**config.mk**
```make
export PLATFORM = sky130hd
export DESIGN_NAME = ptw_walker
export DESIGN_NICKNAME = d
export VERILOG_FILES = /design/src/rtl/ptw_pkg.sv /design/src/rtl/ptw_ctrl.sv /design/src/rtl/ptw_addr_gen.sv /design/src/rtl/ptw_result.sv /design/src/rtl/ptw_walker.sv
export SDC_FILE = /design/constraint.sdc
export NUM_CORES = 1
export LEC_CHECK = 0
export BUFFER_PORTS_ARGS = -buffer_cell sky130_fd_sc_hd__buf_2
export CAP_MARGIN = 20
export CORE_MARGIN = 2
export CORE_UTILIZATION = 46
export DETAILED_ROUTE_END_ITERATION = 6
export MAX_ROUTING_LAYER = met4
export PLACE_DENSITY = 0.76
export SYNTH_ARGS = -nofsm -noshare
export SYNTH_HDL_FRONTEND = slang
export SYNTH_SLANG_ARGS = --single-unit
```
**constraint.sdc**
```tcl
create_clock -name clk -period 1.85 [get_ports clk]
set_input_delay 0.37 -clock clk [delete_from_list [all_inputs] [get_ports clk]]
set_output_delay 0.37 -clock clk [all_outputs]
set_load 0.1 [all_outputs]
```
**src/rtl/ptw_pkg.sv**
```systemverilog
// Package: shared state encoding for the page-table walker.
// Assumes: imported by every walker module; no parameters live here.
package ptw_pkg;

    // Walk sequencer states; order is the normal progression of a walk.
    typedef enum logic [2:0] {
        ST_IDLE   = 3'd0,
        ST_RD_DIR = 3'd1,
        ST_WT_DIR = 3'd2,
        ST_RD_TBL = 3'd3,
        ST_WT_TBL = 3'd4,
        ST_DONE   = 3'd5
    } walk_state_e;

    // Byte shift that turns an entry index into a byte offset (4-byte entries).
    localparam int ENTRY_SHIFT = 2;

endpackage

```
**src/rtl/ptw_ctrl.sv**
```systemverilog
// Module: ptw_ctrl
// Sequences one walk: takes a request while idle, issues the directory read,
// then the table read, and finishes with a one-cycle done state.
// Assumes: mem_ack is only meaningful while mem_req is high; the present flag
// of the returned word is supplied on entry_present in the ack cycle.
module ptw_ctrl
    import ptw_pkg::*;
(
    input  logic        clk,
    input  logic        rst_n,
    input  logic        req_valid,
    input  logic        mem_ack,
    input  logic        entry_present,
    output logic        accept_o,
    output logic        dir_good_o,
    output logic        tbl_good_o,
    output logic        fault_o,
    output logic        tbl_phase_o,
    output logic        req_ready_o,
    output logic        mem_req_o,
    output logic        done_o
);

    walk_state_e state_q;
    walk_state_e state_d;
    logic        dir_phase;
    logic        dir_take;
    logic        tbl_take;

    // Phase decode from the current state.
    always_comb begin
        dir_phase   = (state_q == ST_RD_DIR) || (state_q == ST_WT_DIR);
        tbl_phase_o = (state_q == ST_RD_TBL) || (state_q == ST_WT_TBL);
        dir_take    = dir_phase && mem_ack;
        tbl_take    = tbl_phase_o && mem_ack;
    end

    // Strobes to the datapath and port-level outputs.
    always_comb begin
        req_ready_o = (state_q == ST_IDLE);
        accept_o    = req_ready_o && req_valid;
        mem_req_o   = dir_phase || tbl_phase_o;
        done_o      = (state_q == ST_DONE);
        dir_good_o  = dir_take && entry_present;
        tbl_good_o  = tbl_take && entry_present;
        fault_o     = (dir_take || tbl_take) && !entry_present;
    end

    // Next-state selection for the walk sequence.
    always_comb begin
        state_d = state_q;
        unique case (state_q)
            ST_IDLE:   if (req_valid) state_d = ST_RD_DIR;
            ST_RD_DIR: begin
                if (mem_ack) state_d = entry_present ? ST_RD_TBL : ST_DONE;
                else         state_d = ST_WT_DIR;
            end
            ST_WT_DIR: if (mem_ack) state_d = entry_present ? ST_RD_TBL : ST_DONE;
            ST_RD_TBL: begin
                if (mem_ack) state_d = ST_DONE;
                else         state_d = ST_WT_TBL;
            end
            ST_WT_TBL: if (mem_ack) state_d = ST_DONE;
            ST_DONE:   state_d = ST_IDLE;
            default:   state_d = ST_IDLE;
        endcase
    end

    // State register with synchronous active-low reset.
    always_ff @(posedge clk) begin
        if (!rst_n) state_q <= ST_IDLE;
        else        state_q <= state_d;
    end

    AST_REQ_HELD: assert property (@(posedge clk) disable iff (!rst_n)
        (mem_req_o && !mem_ack) |=> mem_req_o);
    AST_DONE_TO_IDLE: assert property (@(posedge clk) disable iff (!rst_n)
        (state_q == ST_DONE) |=> (state_q == ST_IDLE));
    AST_ONE_TAKE: assert property (@(posedge clk) disable iff (!rst_n)
        $onehot0({dir_take, tbl_take, accept_o}));

endmodule

```
**src/rtl/ptw_addr_gen.sv**
```systemverilog
// Module: ptw_addr_gen
// Holds the request fields for the walk in progress and forms the byte address
// of the directory entry or the table entry.
// Assumes: DIR_W + ENTRY_SHIFT == OFF_W and TBL_W + ENTRY_SHIFT == OFF_W, so
// each level fits exactly in one 4 KB-aligned page of 4-byte entries.
module ptw_addr_gen
    import ptw_pkg::*;
#(
    parameter int AW    = 32,
    parameter int DIR_W = 10,
    parameter int TBL_W = 10,
    parameter int OFF_W = 12
) (
    input  logic          clk,
    input  logic          rst_n,
    input  logic          accept,
    input  logic          dir_good,
    input  logic          tbl_phase,
    input  logic [AW-1:0] req_laddr,
    input  logic [AW-1:0] root_base,
    input  logic [AW-1:0] mem_rdata,
    output logic [AW-1:0] mem_addr,
    output logic [OFF_W-1:0] offset_o
);

    localparam int FRAME_W = AW - OFF_W;
    localparam int TBL_LO  = OFF_W;
    localparam int TBL_HI  = OFF_W + TBL_W - 1;
    localparam int DIR_LO  = OFF_W + TBL_W;
    localparam int DIR_HI  = OFF_W + TBL_W + DIR_W - 1;

    logic [AW-1:0]      laddr_q;
    logic [FRAME_W-1:0] root_frame_q;
    logic [FRAME_W-1:0] tbl_frame_q;
    logic [AW-1:0]      dir_entry_addr;
    logic [AW-1:0]      tbl_entry_addr;

    // Capture the request and the root frame at acceptance.
    always_ff @(posedge clk) begin
        if (!rst_n) begin
            laddr_q      <= '0;
            root_frame_q <= '0;
        end else if (accept) begin
            laddr_q      <= req_laddr;
            root_frame_q <= root_base[AW-1:OFF_W];
        end
    end

    // Capture the page-table frame from a present directory entry.
    always_ff @(posedge clk) begin
        if (!rst_n)        tbl_frame_q <= '0;
        else if (dir_good) tbl_frame_q <= mem_rdata[AW-1:OFF_W];
    end

    // Entry addresses for both levels; low bits of bases are dropped.
    always_comb begin
        dir_entry_addr = {root_frame_q, laddr_q[DIR_HI:DIR_LO], {ENTRY_SHIFT{1'b0}}};
        tbl_entry_addr = {tbl_frame_q,  laddr_q[TBL_HI:TBL_LO], {ENTRY_SHIFT{1'b0}}};
        mem_addr       = tbl_phase ? tbl_entry_addr : dir_entry_addr;
        offset_o       = laddr_q[OFF_W-1:0];
    end

    AST_ROOT_STABLE: assert property (@(posedge clk) disable iff (!rst_n)
        !accept |=> $stable(root_frame_q));
    AST_REQ_STABLE: assert property (@(posedge clk) disable iff (!rst_n)
        !accept |=> $stable(laddr_q));

endmodule

```
**src/rtl/ptw_result.sv**
```systemverilog
// Module: ptw_result
// Registers the outcome of a walk: the physical address from a present table
// entry, or a fault with a zero address. Values are held until the next request.
// Assumes: tbl_good and fault are never high together.
module ptw_result
    import ptw_pkg::*;
#(
    parameter int AW    = 32,
    parameter int OFF_W = 12
) (
    input  logic             clk,
    input  logic             rst_n,
    input  logic             accept,
    input  logic             tbl_good,
    input  logic             fault,
    input  logic [AW-1:0]    mem_rdata,
    input  logic [OFF_W-1:0] offset,
    output logic [AW-1:0]    paddr,
    output logic             page_fault
);

    // Clear on a new request, then load the translation or the fault.
    always_ff @(posedge clk) begin
        if (!rst_n) begin
            paddr      <= '0;
            page_fault <= 1'b0;
        end else if (accept) begin
            paddr      <= '0;
            page_fault <= 1'b0;
        end else if (fault) begin
            paddr      <= '0;
            page_fault <= 1'b1;
        end else if (tbl_good) begin
            paddr      <= {mem_rdata[AW-1:OFF_W], offset};
            page_fault <= 1'b0;
        end
    end

    AST_FAULT_ZERO_PA: assert property (@(posedge clk) disable iff (!rst_n)
        page_fault |-> (paddr == '0));
    AST_EXCLUSIVE_END: assert property (@(posedge clk) disable iff (!rst_n)
        !(tbl_good && fault));

endmodule

```
**src/rtl/ptw_walker.sv**
```systemverilog
// Module: ptw_walker (top)
// Two-level page table walker: 10-bit directory index, 10-bit table index,
// 12-bit offset; one outstanding walk; single read port with req/ack.
// Assumes: memory returns the entry in the cycle it raises mem_ack; bit 0 of
// every entry is its present flag.
module ptw_walker
    import ptw_pkg::*;
#(
    parameter int AW          = 32,
    parameter int DIR_W       = 10,
    parameter int TBL_W       = 10,
    parameter int OFF_W       = 12,
    parameter int PRESENT_BIT = 0
) (
    input  logic          clk,
    input  logic          rst_n,
    input  logic          req_valid,
    output logic          req_ready,
    input  logic [AW-1:0] req_laddr,
    input  logic [AW-1:0] root_base,
    output logic          mem_req,
    output logic [AW-1:0] mem_addr,
    input  logic          mem_ack,
    input  logic [AW-1:0] mem_rdata,
    output logic          done,
    output logic          page_fault,
    output logic [AW-1:0] paddr
);

    logic             accept;
    logic             dir_good;
    logic             tbl_good;
    logic             fault;
    logic             tbl_phase;
    logic             entry_present;
    logic [OFF_W-1:0] offset;

    // Present flag of the word currently on the read data bus.
    always_comb entry_present = mem_rdata[PRESENT_BIT];

    ptw_ctrl u_ctrl (
        .clk           (clk),
        .rst_n         (rst_n),
        .req_valid     (req_valid),
        .mem_ack       (mem_ack),
        .entry_present (entry_present),
        .accept_o      (accept),
        .dir_good_o    (dir_good),
        .tbl_good_o    (tbl_good),
        .fault_o       (fault),
        .tbl_phase_o   (tbl_phase),
        .req_ready_o   (req_ready),
        .mem_req_o     (mem_req),
        .done_o        (done)
    );

    ptw_addr_gen #(
        .AW    (AW),
        .DIR_W (DIR_W),
        .TBL_W (TBL_W),
        .OFF_W (OFF_W)
    ) u_addr (
        .clk       (clk),
        .rst_n     (rst_n),
        .accept    (accept),
        .dir_good  (dir_good),
        .tbl_phase (tbl_phase),
        .req_laddr (req_laddr),
        .root_base (root_base),
        .mem_rdata (mem_rdata),
        .mem_addr  (mem_addr),
        .offset_o  (offset)
    );

    ptw_result #(
        .AW    (AW),
        .OFF_W (OFF_W)
    ) u_res (
        .clk        (clk),
        .rst_n      (rst_n),
        .accept     (accept),
        .tbl_good   (tbl_good),
        .fault      (fault),
        .mem_rdata  (mem_rdata),
        .offset     (offset),
        .paddr      (paddr),
        .page_fault (page_fault)
    );

    AST_ADDR_HELD: assert property (@(posedge clk) disable iff (!rst_n)
        (mem_req && !mem_ack) |=> $stable(mem_addr));
    AST_BUSY_NOT_READY: assert property (@(posedge clk) disable iff (!rst_n)
        mem_req |-> !req_ready);
    AST_DONE_PULSE: assert property (@(posedge clk) disable iff (!rst_n)
        done |=> (!done && req_ready));
    AST_DONE_NO_REQ: assert property (@(posedge clk) disable iff (!rst_n)
        done |-> (!mem_req && !req_ready));

endmodule

```
==> results of run 1 <==
-- logic make-up (layout without fill, tap and decap cells) --
family / Yosys count / in the layout / share of synthesized area [%]
compound gates: 193 / 193 / 23.68
buf+inv: 68 / 189 / 6.657
simple gates: 195 / 195 / 15.98
flops: 108 / 108 / 41.08
mux: 50 / 50 / 12.36
other cells: 1 / 3 / 0.07126
xor+xnor: 1 / 1 / 0.1665
-- metrics by stage --
stage	setup TNS, ns	hold WS [ns]
global route	-11.86	0.2659
detailed placement	-1.505	0.4459
finish	-10.35	0.2656
global placement	-1.033	0.4416
floorplan	-5.546	0.4343
CTS	-10.45	0.2572
-- cell type report --
cell class,instances,area (um2),share of cell area (%)
antenna,1,2.502,0.03587
clock buffer,11,232.7,3.336
clock inverter,3,40.04,0.5739
tap,143,178.9,2.565
multi-input combinational,441,2803,40.17
sequential,108,2166,31.04
timing repair buffer,173,1545,22.15
inverter,2,8.758,0.1255
-- per-layer routing --
| layer | vias up | track usage [%] |
|---|---|---|
| met5 | - | - |
| met4 | 0 | 7.917 |
| met3 | 19 | 4.921 |
| met2 | 186 | 40.49 |
| met1 | 2365 | 29.78 |
| li1 | 2426 | - |
-- worst max path at each step --
stage | startpoint | to | slack, ns | depth (start not counted)
CTS | u_ctrl.state_q[2] | mem_addr[28] | -0.36 | 5
detailed placement | u_ctrl.state_q[2] | mem_addr[28] | -0.06 | 5
floorplan | u_ctrl.state_q[2] | mem_req | -0.16 | 3
finish | u_ctrl.state_q[2] | mem_addr[28] | -0.36 | 5
global placement | u_ctrl.state_q[2] | mem_addr[16] | -0.04 | 5
global route | u_ctrl.state_q[2] | mem_addr[16] | -0.41 | 5
-- Yosys cell counts, types with 2 or more instances --
cell type	n	area share (%)
dfxtp_1	108	41
nand2_1	147	10
o211ai_1	34	4.9
clkbuf_1	39	2.8
o21ai_0	2	0.19
a21oi_1	55	5.2
nand3_1	32	3.0
mux2_4	30	8.6
nor3_1	2	0.19
a21boi_0	32	4.6
buf_6	7	1.5
buf_4	7	1.0
a31oi_1	64	7.6
o21a_1	2	0.29
nor2_1	2	0.14
mux2i_1	20	3.8
buf_2	13	1.2
-- power breakdown --
group	total (W)	switching, W	internal [W]	leakage (nW)
logic	0.00248	0.00158	0.000898	1.66
clock network	0.00184	0.000805	0.00103	0.135
registers	0.00258	0.0000962	0.00249	0.880
total	0.00689	0.00248	0.00441	2.68
-- critical path, cell delays in order (launching register included) --
cell and delay, ns:
dfxtp_2 0.35, and3b_1 0.19, or2_4 0.28, buf_12 0.17, mux2_4 0.33, buf_12 0.17
-- placed cells by master (no fill, tap or decap), types with 2 or more instances in the layout --
master	instances
a21boi_0	32
a21oi_1	55
a31oi_1	64
buf_12	39
buf_2	109
buf_4	22
clkbuf_1	2
clkbuf_16	9
clkinv_2	3
conb_1	2
dfxtp_1	105
dfxtp_2	3
mux2_4	30
mux2i_1	20
nand2_1	147
nand3_1	32
nor3b_4	2
o211ai_1	34
o21ai_0	2
-- flip-flops by register name, indices dropped and copies added (netlist names) --
| name | count |
|---|---|
| u_addr.laddr_q | 32 |
| u_addr.root_frame_q | 20 |
| u_addr.tbl_frame_q | 20 |
| u_ctrl.state_q | 3 |
| u_res.paddr | 32 |
| u_res.page_fault | 1 |
-- repair_timing --
| item | 4_1_cts | 5_1_grt |
|---|---|---|
| setup endpoints to repair | 33 | 32 |
| pin swaps | 2 | 2 |
| gates resized for setup | 9 | 1 |
| buffers inserted | 3 | 1 |
| gates cloned | 1 | 0 |
==> impl_metrics.tcl, run 1 <==
set metrics [dict create \
    ys_seq_area_share_pct 41.08 \
    fin_skew_ns 0.004967 \
    wl_per_cell_um 16.91 \
    synth.distinct_cells 37 \
    start_kind "register" \
    place_inst 862 \
    hpwl_mm 10.31 \
    rr_worst_depth 5 \
    viasPerCell 5.664 \
    clockBufferDepth 2 \
    cts_tree "done" \
    drive_gt1_share_pct 31.44 \
    place_area_mm2 0.006620 \
    min_period_ns 2.210 \
    min_to "u_addr.laddr_q[0]" \
    syn_to_final_growth_pct 32.57 \
    gp_congestion 0.8817 \
    grt_pass1_vias 4892 \
    p_leak_nw 2.679 \
    instances_no_fill 882 \
    async_reset_ff_share_pct 0 \
    pre_cts_ws_ns -0.06118 \
    grt_pass1_wl_mm 24.05 \
    ant_nets 0 \
    status "finished, violations left" \
    postSynthCellCount 616 \
    r2r_slack_ns 0.05 \
    htreeDepth 3 \
    rsz0062_at_grt "true" \
    power_density_mw_per_mm2 988.1 \
    clock_latency_ns 0.34 \
    vdd_drop_max_mv 0.6711 \
    cts-hold-fix-buffers 0 \
    syn-cell-area_mm2 0.005263 \
    synth-edff-count 0 \
    dr.pass1.iters 4 \
    worst-path-max-fanout 12 \
    whs_path_depth 3 \
    hold_start "req_laddr[0]" \
    drtIter0Drc 428 \
    grtUsageTotal_pct 24.35 \
    synth_ff_type "dfxtp_1" \
    postSynthAreaPerCell_um2 8.543 \
    wirelength_met1_mm 6.433 \
    die_w_um 111.0 \
    fin_util_pct 61.89 \
    die_h_um 111.0 \
    ioPinCount 168 \
    dr_wl_met3_um 902 \
    yosysWarnings 0 \
    met2WireLength_mm 7.306 \
    final_area_mm2 0.006977 \
    cts_buffers 9 \
    cts.clk_slew.worst_paths_ns 0.07 \
    ys_ff_latch 108 \
    hold_violations 0 \
    period_share_pct 119.4 \
    die-area_mm2 0.01231 \
    initial_core_util_pct 46.69 \
    slew_violations 0 \
    worstMarginPinSlew_ns 0.6952 \
    regToRegStartpoint "u_ctrl.state_q[2]" \
    rows 39 \
    total_power_w 0.006894 \
    maxCapViolCount 0 \
    fp.coreArea_mm2 0.01127 \
    final_nets 835 \
    finalSetupViolations 30 \
    cts_sinks 108 \
    reg2reg_to "u_addr.root_frame_q[19]" \
    min_path_type "in2reg" \
    critPathCaptureType "output port" \
    fillers 995 \
    slew_headroom_pct 53.65 \
    port_buffers 142 \
    grt_start_max_net_pins 54 \
    highest-signal-layer "met4" \
    clock.fmax_ghz 0.4525 \
    vias 4996 \
    grt-ovfl-total 0 \
    drt_wl_total_mm 14.91 \
    setup_ws_ns -0.3597 \
    cp_data_required_time_ns 1.48 \
    antenna_found_initial 1 \
    violations "negative setup slack" \
    worstPathArrival_ns 1.84 \
    cts-root-buf "clkbuf_16" \
    criticalPathCategory "reg2out" \
    drc 0 \
]
Note: power is estimated with default switching activity, not from simulation.
==> inputs of run 2 (changes only) <==
TNS_END_PERCENT = 1   (was not set)
==> impl_metrics.tcl, run 2 (synthesis gave the netlist of run 1 again) <==
set metrics [dict create \
    mostFrequentLayoutCells "nand2_1 (147), buf_2 (109), dfxtp_1 (105)" \
    fillers 951 \
    sequentialPowerShare_pct 36.5 \
    violations "negative setup slack" \
    reg_top3 "u_addr.laddr_q: 32 flops, u_res.paddr: 32 flops" \
    initial_core_util_pct 46.69 \
    regArea_mm2 0.002166 \
    hold_start "req_laddr[27]" \
    fin_skew_ns 0.006817 \
    die_h_um 111.0 \
    min_path_type "in2reg" \
    critical_path.slowest_cell "dfxtp_2" \
    worst-path-max-fanout 12 \
    drt_wl_total_mm 15.23 \
    worstMarginPinSlew_ns 0.5283 \
    slew_violations 0 \
    antenna_found_initial 1 \
    p_leak_nw 2.687 \
    final_common_cell "nand2_1" \
    path_common_cell "buf_12" \
    gp_congestion 0.8629 \
    clock_latency_ns 0.34 \
    start_kind "register" \
    total_power_w 0.007074 \
    grt-ovfl-total 0 \
    power_density_mw_per_mm2 1007 \
    die_w_um 111.0 \
    cp_data_required_time_ns 1.48 \
    p_sw_share_pct 36.17 \
    slowest_delay_ns 0.36 \
    cts_tree "done" \
    worstPathArrival_ns 1.84 \
    clockBufferDepth 2 \
    ant_nets 0 \
    clock.fmax_ghz 0.4516 \
    path_cells "and3b_1, or2_4, buf_12, mux2_4, buf_12" \
    setup_ws_ns -0.3646 \
    vias 5048 \
    pre_cts_ws_ns -0.03495 \
    grt_pass1_wl_mm 24.41 \
    min_period_ns 2.215 \
    drc 0 \
    critPathCaptureType "output port" \
    regToRegStartpoint "u_ctrl.state_q[2]" \
    drtIter0Drc 251 \
    hpwl_mm 10.35 \
    syn_to_final_growth_pct 33.55 \
    cts-root-buf "clkbuf_16" \
    ioPinCount 168 \
    whs_path_depth 3 \
    maxCapViolCount 0 \
    fin_util_pct 62.35 \
    rows 39 \
    rr_worst_depth 5 \
    fp.coreArea_mm2 0.01127 \
    r2r_slack_ns 0.05 \
    cts.clk_slew.worst_paths_ns 0.07 \
    min_to "u_addr.laddr_q[27]" \
    grt_pass1_vias 4866 \
    period_share_pct 119.7 \
    dr.pass1.iters 5 \
    p_sw_w 0.002559 \
    hold_violations 0 \
    wl_per_cell_um 17.26 \
    port_buffers 142 \
    finalSetupViolations 32 \
    die-area_mm2 0.01231 \
    slew_headroom_pct 65.02 \
    hold_slack_ns 0.2578 \
    final_nets 832 \
    grt_start_max_net_pins 43 \
    cts_sinks 108 \
    cts-hold-fix-buffers 0 \
    htreeDepth 3 \
    vdd_drop_max_mv 0.9133 \
    pwr-share-clk_pct 28.2 \
    grtUsageTotal_pct 24.75 \
    status "finished, violations left" \
    reg2reg_to "u_addr.laddr_q[16]" \
    criticalPathCategory "reg2out" \
    cts_buffers 9 \
    multiInputGateArea_mm2 0.002796 \
    drive_gt1_share_pct 31.61 \
    p_int_w 0.004515 \
    viasPerCell 5.723 \
    p_comb_share_pct 35.3 \
    rsz0062_at_grt "true" \
]
## run 2: changes by cell type in the layout (fill, tap and decap cells not counted), moves of 2 or more
cell / before / now
buf_4: 22 / 15
buf_12: 39 / 42
buf_6: 1 / 3
clkbuf_1: 2 / 0
clkbuf_8: 0 / 2
clkinv_4: 0 / 2
## run 2: routing by layer
metal / vias to the layer above / GRT usage, % / routed length, um
met5: - / - / 0
met1: 2393 / 30.26 / 6229
met4: 0 / 10.08 / 277
met3: 25 / 5.139 / 1179
met2: 204 / 40.08 / 7541
li1: 2426 / - / -
## run 2: repair_timing
item	in CTS	in global routing
buffers inserted	1	0
pin swaps	1	0
gates resized for setup	14	1
endpoints found under the setup margin	33	33
gates cloned	1	0
## run 2: power groups by stage
stage | Sequential [W] | Combinational (W) | Clock, W
detailed placement | 0.00263 | 0.00245 | 0
finish | 0.00258 | 0.00250 | 0.00199
global placement | 0.00262 | 0.00241 | 0
global route | 0.00260 | 0.00261 | 0.00211
CTS | 0.00258 | 0.00250 | 0.00202
floorplan | 0.00268 | 0.00161 | 0
## run 2: worst max-delay path by stage
stage,start,cells after the start,to
2_1_floorplan,u_ctrl.state_q[2],3,mem_req
3_3_place_gp,u_ctrl.state_q[2],5,mem_addr[16]
3_5_place_dp,u_ctrl.state_q[2],5,mem_addr[20]
4_1_cts,u_ctrl.state_q[1],5,mem_addr[20]
5_1_grt,u_ctrl.state_q[1],5,mem_addr[29]
6_report,u_ctrl.state_q[2],5,mem_addr[20]
## run 2: cell type report
type / count / area share (%)
Multi-Input combinational cell: 441 / 39.79
Sequential cell: 108 / 30.82
Timing Repair Buffer: 170 / 22.20
Clock buffer: 11 / 3.596
Tap cell: 143 / 2.546
Clock inverter: 5 / 0.8545
Inverter: 2 / 0.1246
Antenna cell: 2 / 0.07121
## run 2: stage by stage
stage | TNS (ns) | cell area, um2 | cells
CTS | -10.40 | 7018 | 880
global route | -11.91 | 7025 | 881
global placement | -0.4823 | 6633 | 862
detailed placement | -0.7367 | 6633 | 862
floorplan | -5.865 | 5298 | 617
finish | -10.61 | 7028 | 882
## run 2: critical path: cells and delay by family (launching register included)
family	cells	cell delay, ns
buf+inv	2	0.34
flops	1	0.36
mux	1	0.32
simple gates	2	0.47
==> inputs of run 3 (changes only) <==
CORE_ASPECT_RATIO = 1.2   (was not set)
==> impl_metrics.tcl, run 3 (synthesis gave the netlist of run 1 again) <==
set metrics [dict create \
    path_common_cell "buf_12" \
    viasPerCell 5.660 \
    grt_pass1_vias 4827 \
    slew_violations 0 \
    initial_core_util_pct 47.46 \
    wl_per_cell_um 16.59 \
    cts_sinks 108 \
    vdd_drop_max_mv 0.6710 \
    total_power_w 0.006969 \
    violations "negative setup slack" \
    ioPinCount 168 \
    critical_path.slowest_cell "dfxtp_4" \
    ant_nets 0 \
    status "finished, violations left" \
    final_nets 832 \
    grtUsageTotal_pct 24.61 \
    dr.pass1.iters 5 \
    cts-hold-fix-buffers 0 \
    slowest_delay_ns 0.37 \
    fin_skew_ns 0.004646 \
    min_path_type "in2reg" \
    period_share_pct 119.5 \
    cts.clk_slew.worst_paths_ns 0.07 \
    drt_wl_total_mm 14.75 \
    die_w_um 101.6 \
    grt_pass1_wl_mm 23.60 \
    cp_data_required_time_ns 1.48 \
    cts_tree "done" \
    maxCapViolCount 0 \
    final.setup.tns_ns -10.28 \
    post_cts_buffers 0 \
    drtIter0Drc 269 \
    vias 5032 \
    cts-root-buf "clkbuf_16" \
    grtUsageMet1_pct 30.73 \
    top_usage_layer "met2" \
    clock_latency_ns 0.34 \
    met3_usage_pct 3.571 \
    clock.fmax_ghz 0.4522 \
    path_cells "and3b_1, or2_4, buf_12, mux2_4, buf_12" \
    reg_top3 "u_addr.laddr_q: 32 flops, u_res.paddr: 32 flops" \
    crit_family "simple AND/OR/NAND/NOR gates" \
    grt_start_max_net_pins 43 \
    antenna_found_initial 0 \
    setup_ws_ns -0.3614 \
    pre_cts_ws_ns -0.06981 \
    hold_violations 0 \
    drive_gt1_share_pct 31.16 \
    rows 42 \
    finalSetupViolations 32 \
    antenna_cells 0 \
    hpwl_mm 10.56 \
    power_density_mw_per_mm2 996.4 \
    min_period_ns 2.211 \
    syn_to_final_growth_pct 32.91 \
    htreeDepth 3 \
    start_kind "register" \
    timing.critical_path.buf_inv 2 \
    die-area_mm2 0.01232 \
    die_h_um 121.2 \
    grt-ovfl-total 0 \
    drc 0 \
    critPathCaptureType "output port" \
    mostFrequentLayoutCells "nand2_1 (147), buf_2 (109), dfxtp_1 (105)" \
    worst-path-max-fanout 12 \
    criticalPathCategory "reg2out" \
    final_common_cell "nand2_1" \
    p_leak_nw 2.676 \
    fp.coreArea_mm2 0.01109 \
    met2_usage_pct 41.37 \
    port_buffers 142 \
    worstPathArrival_ns 1.84 \
    cts_buffers 9 \
    clockBufferDepth 2 \
    rsz0062_at_grt "true" \
    gp_congestion 0.8696 \
    hold_slack_ns 0.2627 \
]
[run 3: cell count changes in the layout (fill, tap and decap cells not counted), sizes merged]
cell | before | now
clkinvlp | 1 | 0
clkinv | 4 | 2
clkbuf | 11 | 12
diode | 2 | 0
[run 3: layer usage]
metal	up-vias	share of wire [%]
li1	2424	-
met1	2392	41
met2	197	52
met3	19	5.8
met4	0	1.4
met5	-	0
[run 3: layout make-up]
cell class	count	area [um2]
Fill cell	919	4094
Timing Repair Buffer	170	1531
Clock inverter	2	35.03
Clock buffer	12	256.5
Sequential cell	108	2168
Multi-Input combinational cell	441	2803
Tap cell	154	192.7
Inverter	2	7.507
[run 3: timing repair]
action	CTS	global route
gates cloned	0	0
hold endpoints to repair	0	0
pin swaps	1	0
gates resized for setup	7	3
setup endpoints to repair	33	33
[run 3: power breakdown]
part           internal, W  total (W)  switching, W  leakage [nW]
registers          0.00249    0.00258     0.0000981         0.880
clock network      0.00111    0.00191      0.000799         0.145
logic             0.000900    0.00248       0.00158          1.65
[run 3: worst paths after layout]
check                  endpoint  cells after the start  slack [ns]               start
min          u_addr.laddr_q[11]                      3        0.26       req_laddr[11]
max reg2reg     u_res.paddr[17]                      5        0.05   u_ctrl.state_q[0]
max                mem_addr[19]                      5       -0.36   u_ctrl.state_q[2]
min reg2reg  u_addr.laddr_q[12]                      2        0.45  u_addr.laddr_q[12]
[run 3: worst register-to-register path: cells and delay by family (launching register included)]
| kind | cells | cell delay (ns) |
|---|---|---|
| AND/OR/NAND/NOR | 1 | 0.75 |
| AO/OA/AOI/OAI | 2 | 0.24 |
| flip-flops | 1 | 0.35 |
| buffers and inverters | 2 | 0.33 |
[run 3: stage by stage]
step | area (um2) | util, % | instances
after detailed placement | 6674 | 60.19 | 875
after floorplan | 5298 | - | 617
final | 6994 | 63.08 | 889
after CTS | 6985 | 63.00 | 889
after global routing | 6994 | 63.08 | 889
after global placement | 6674 | 60.19 | 875
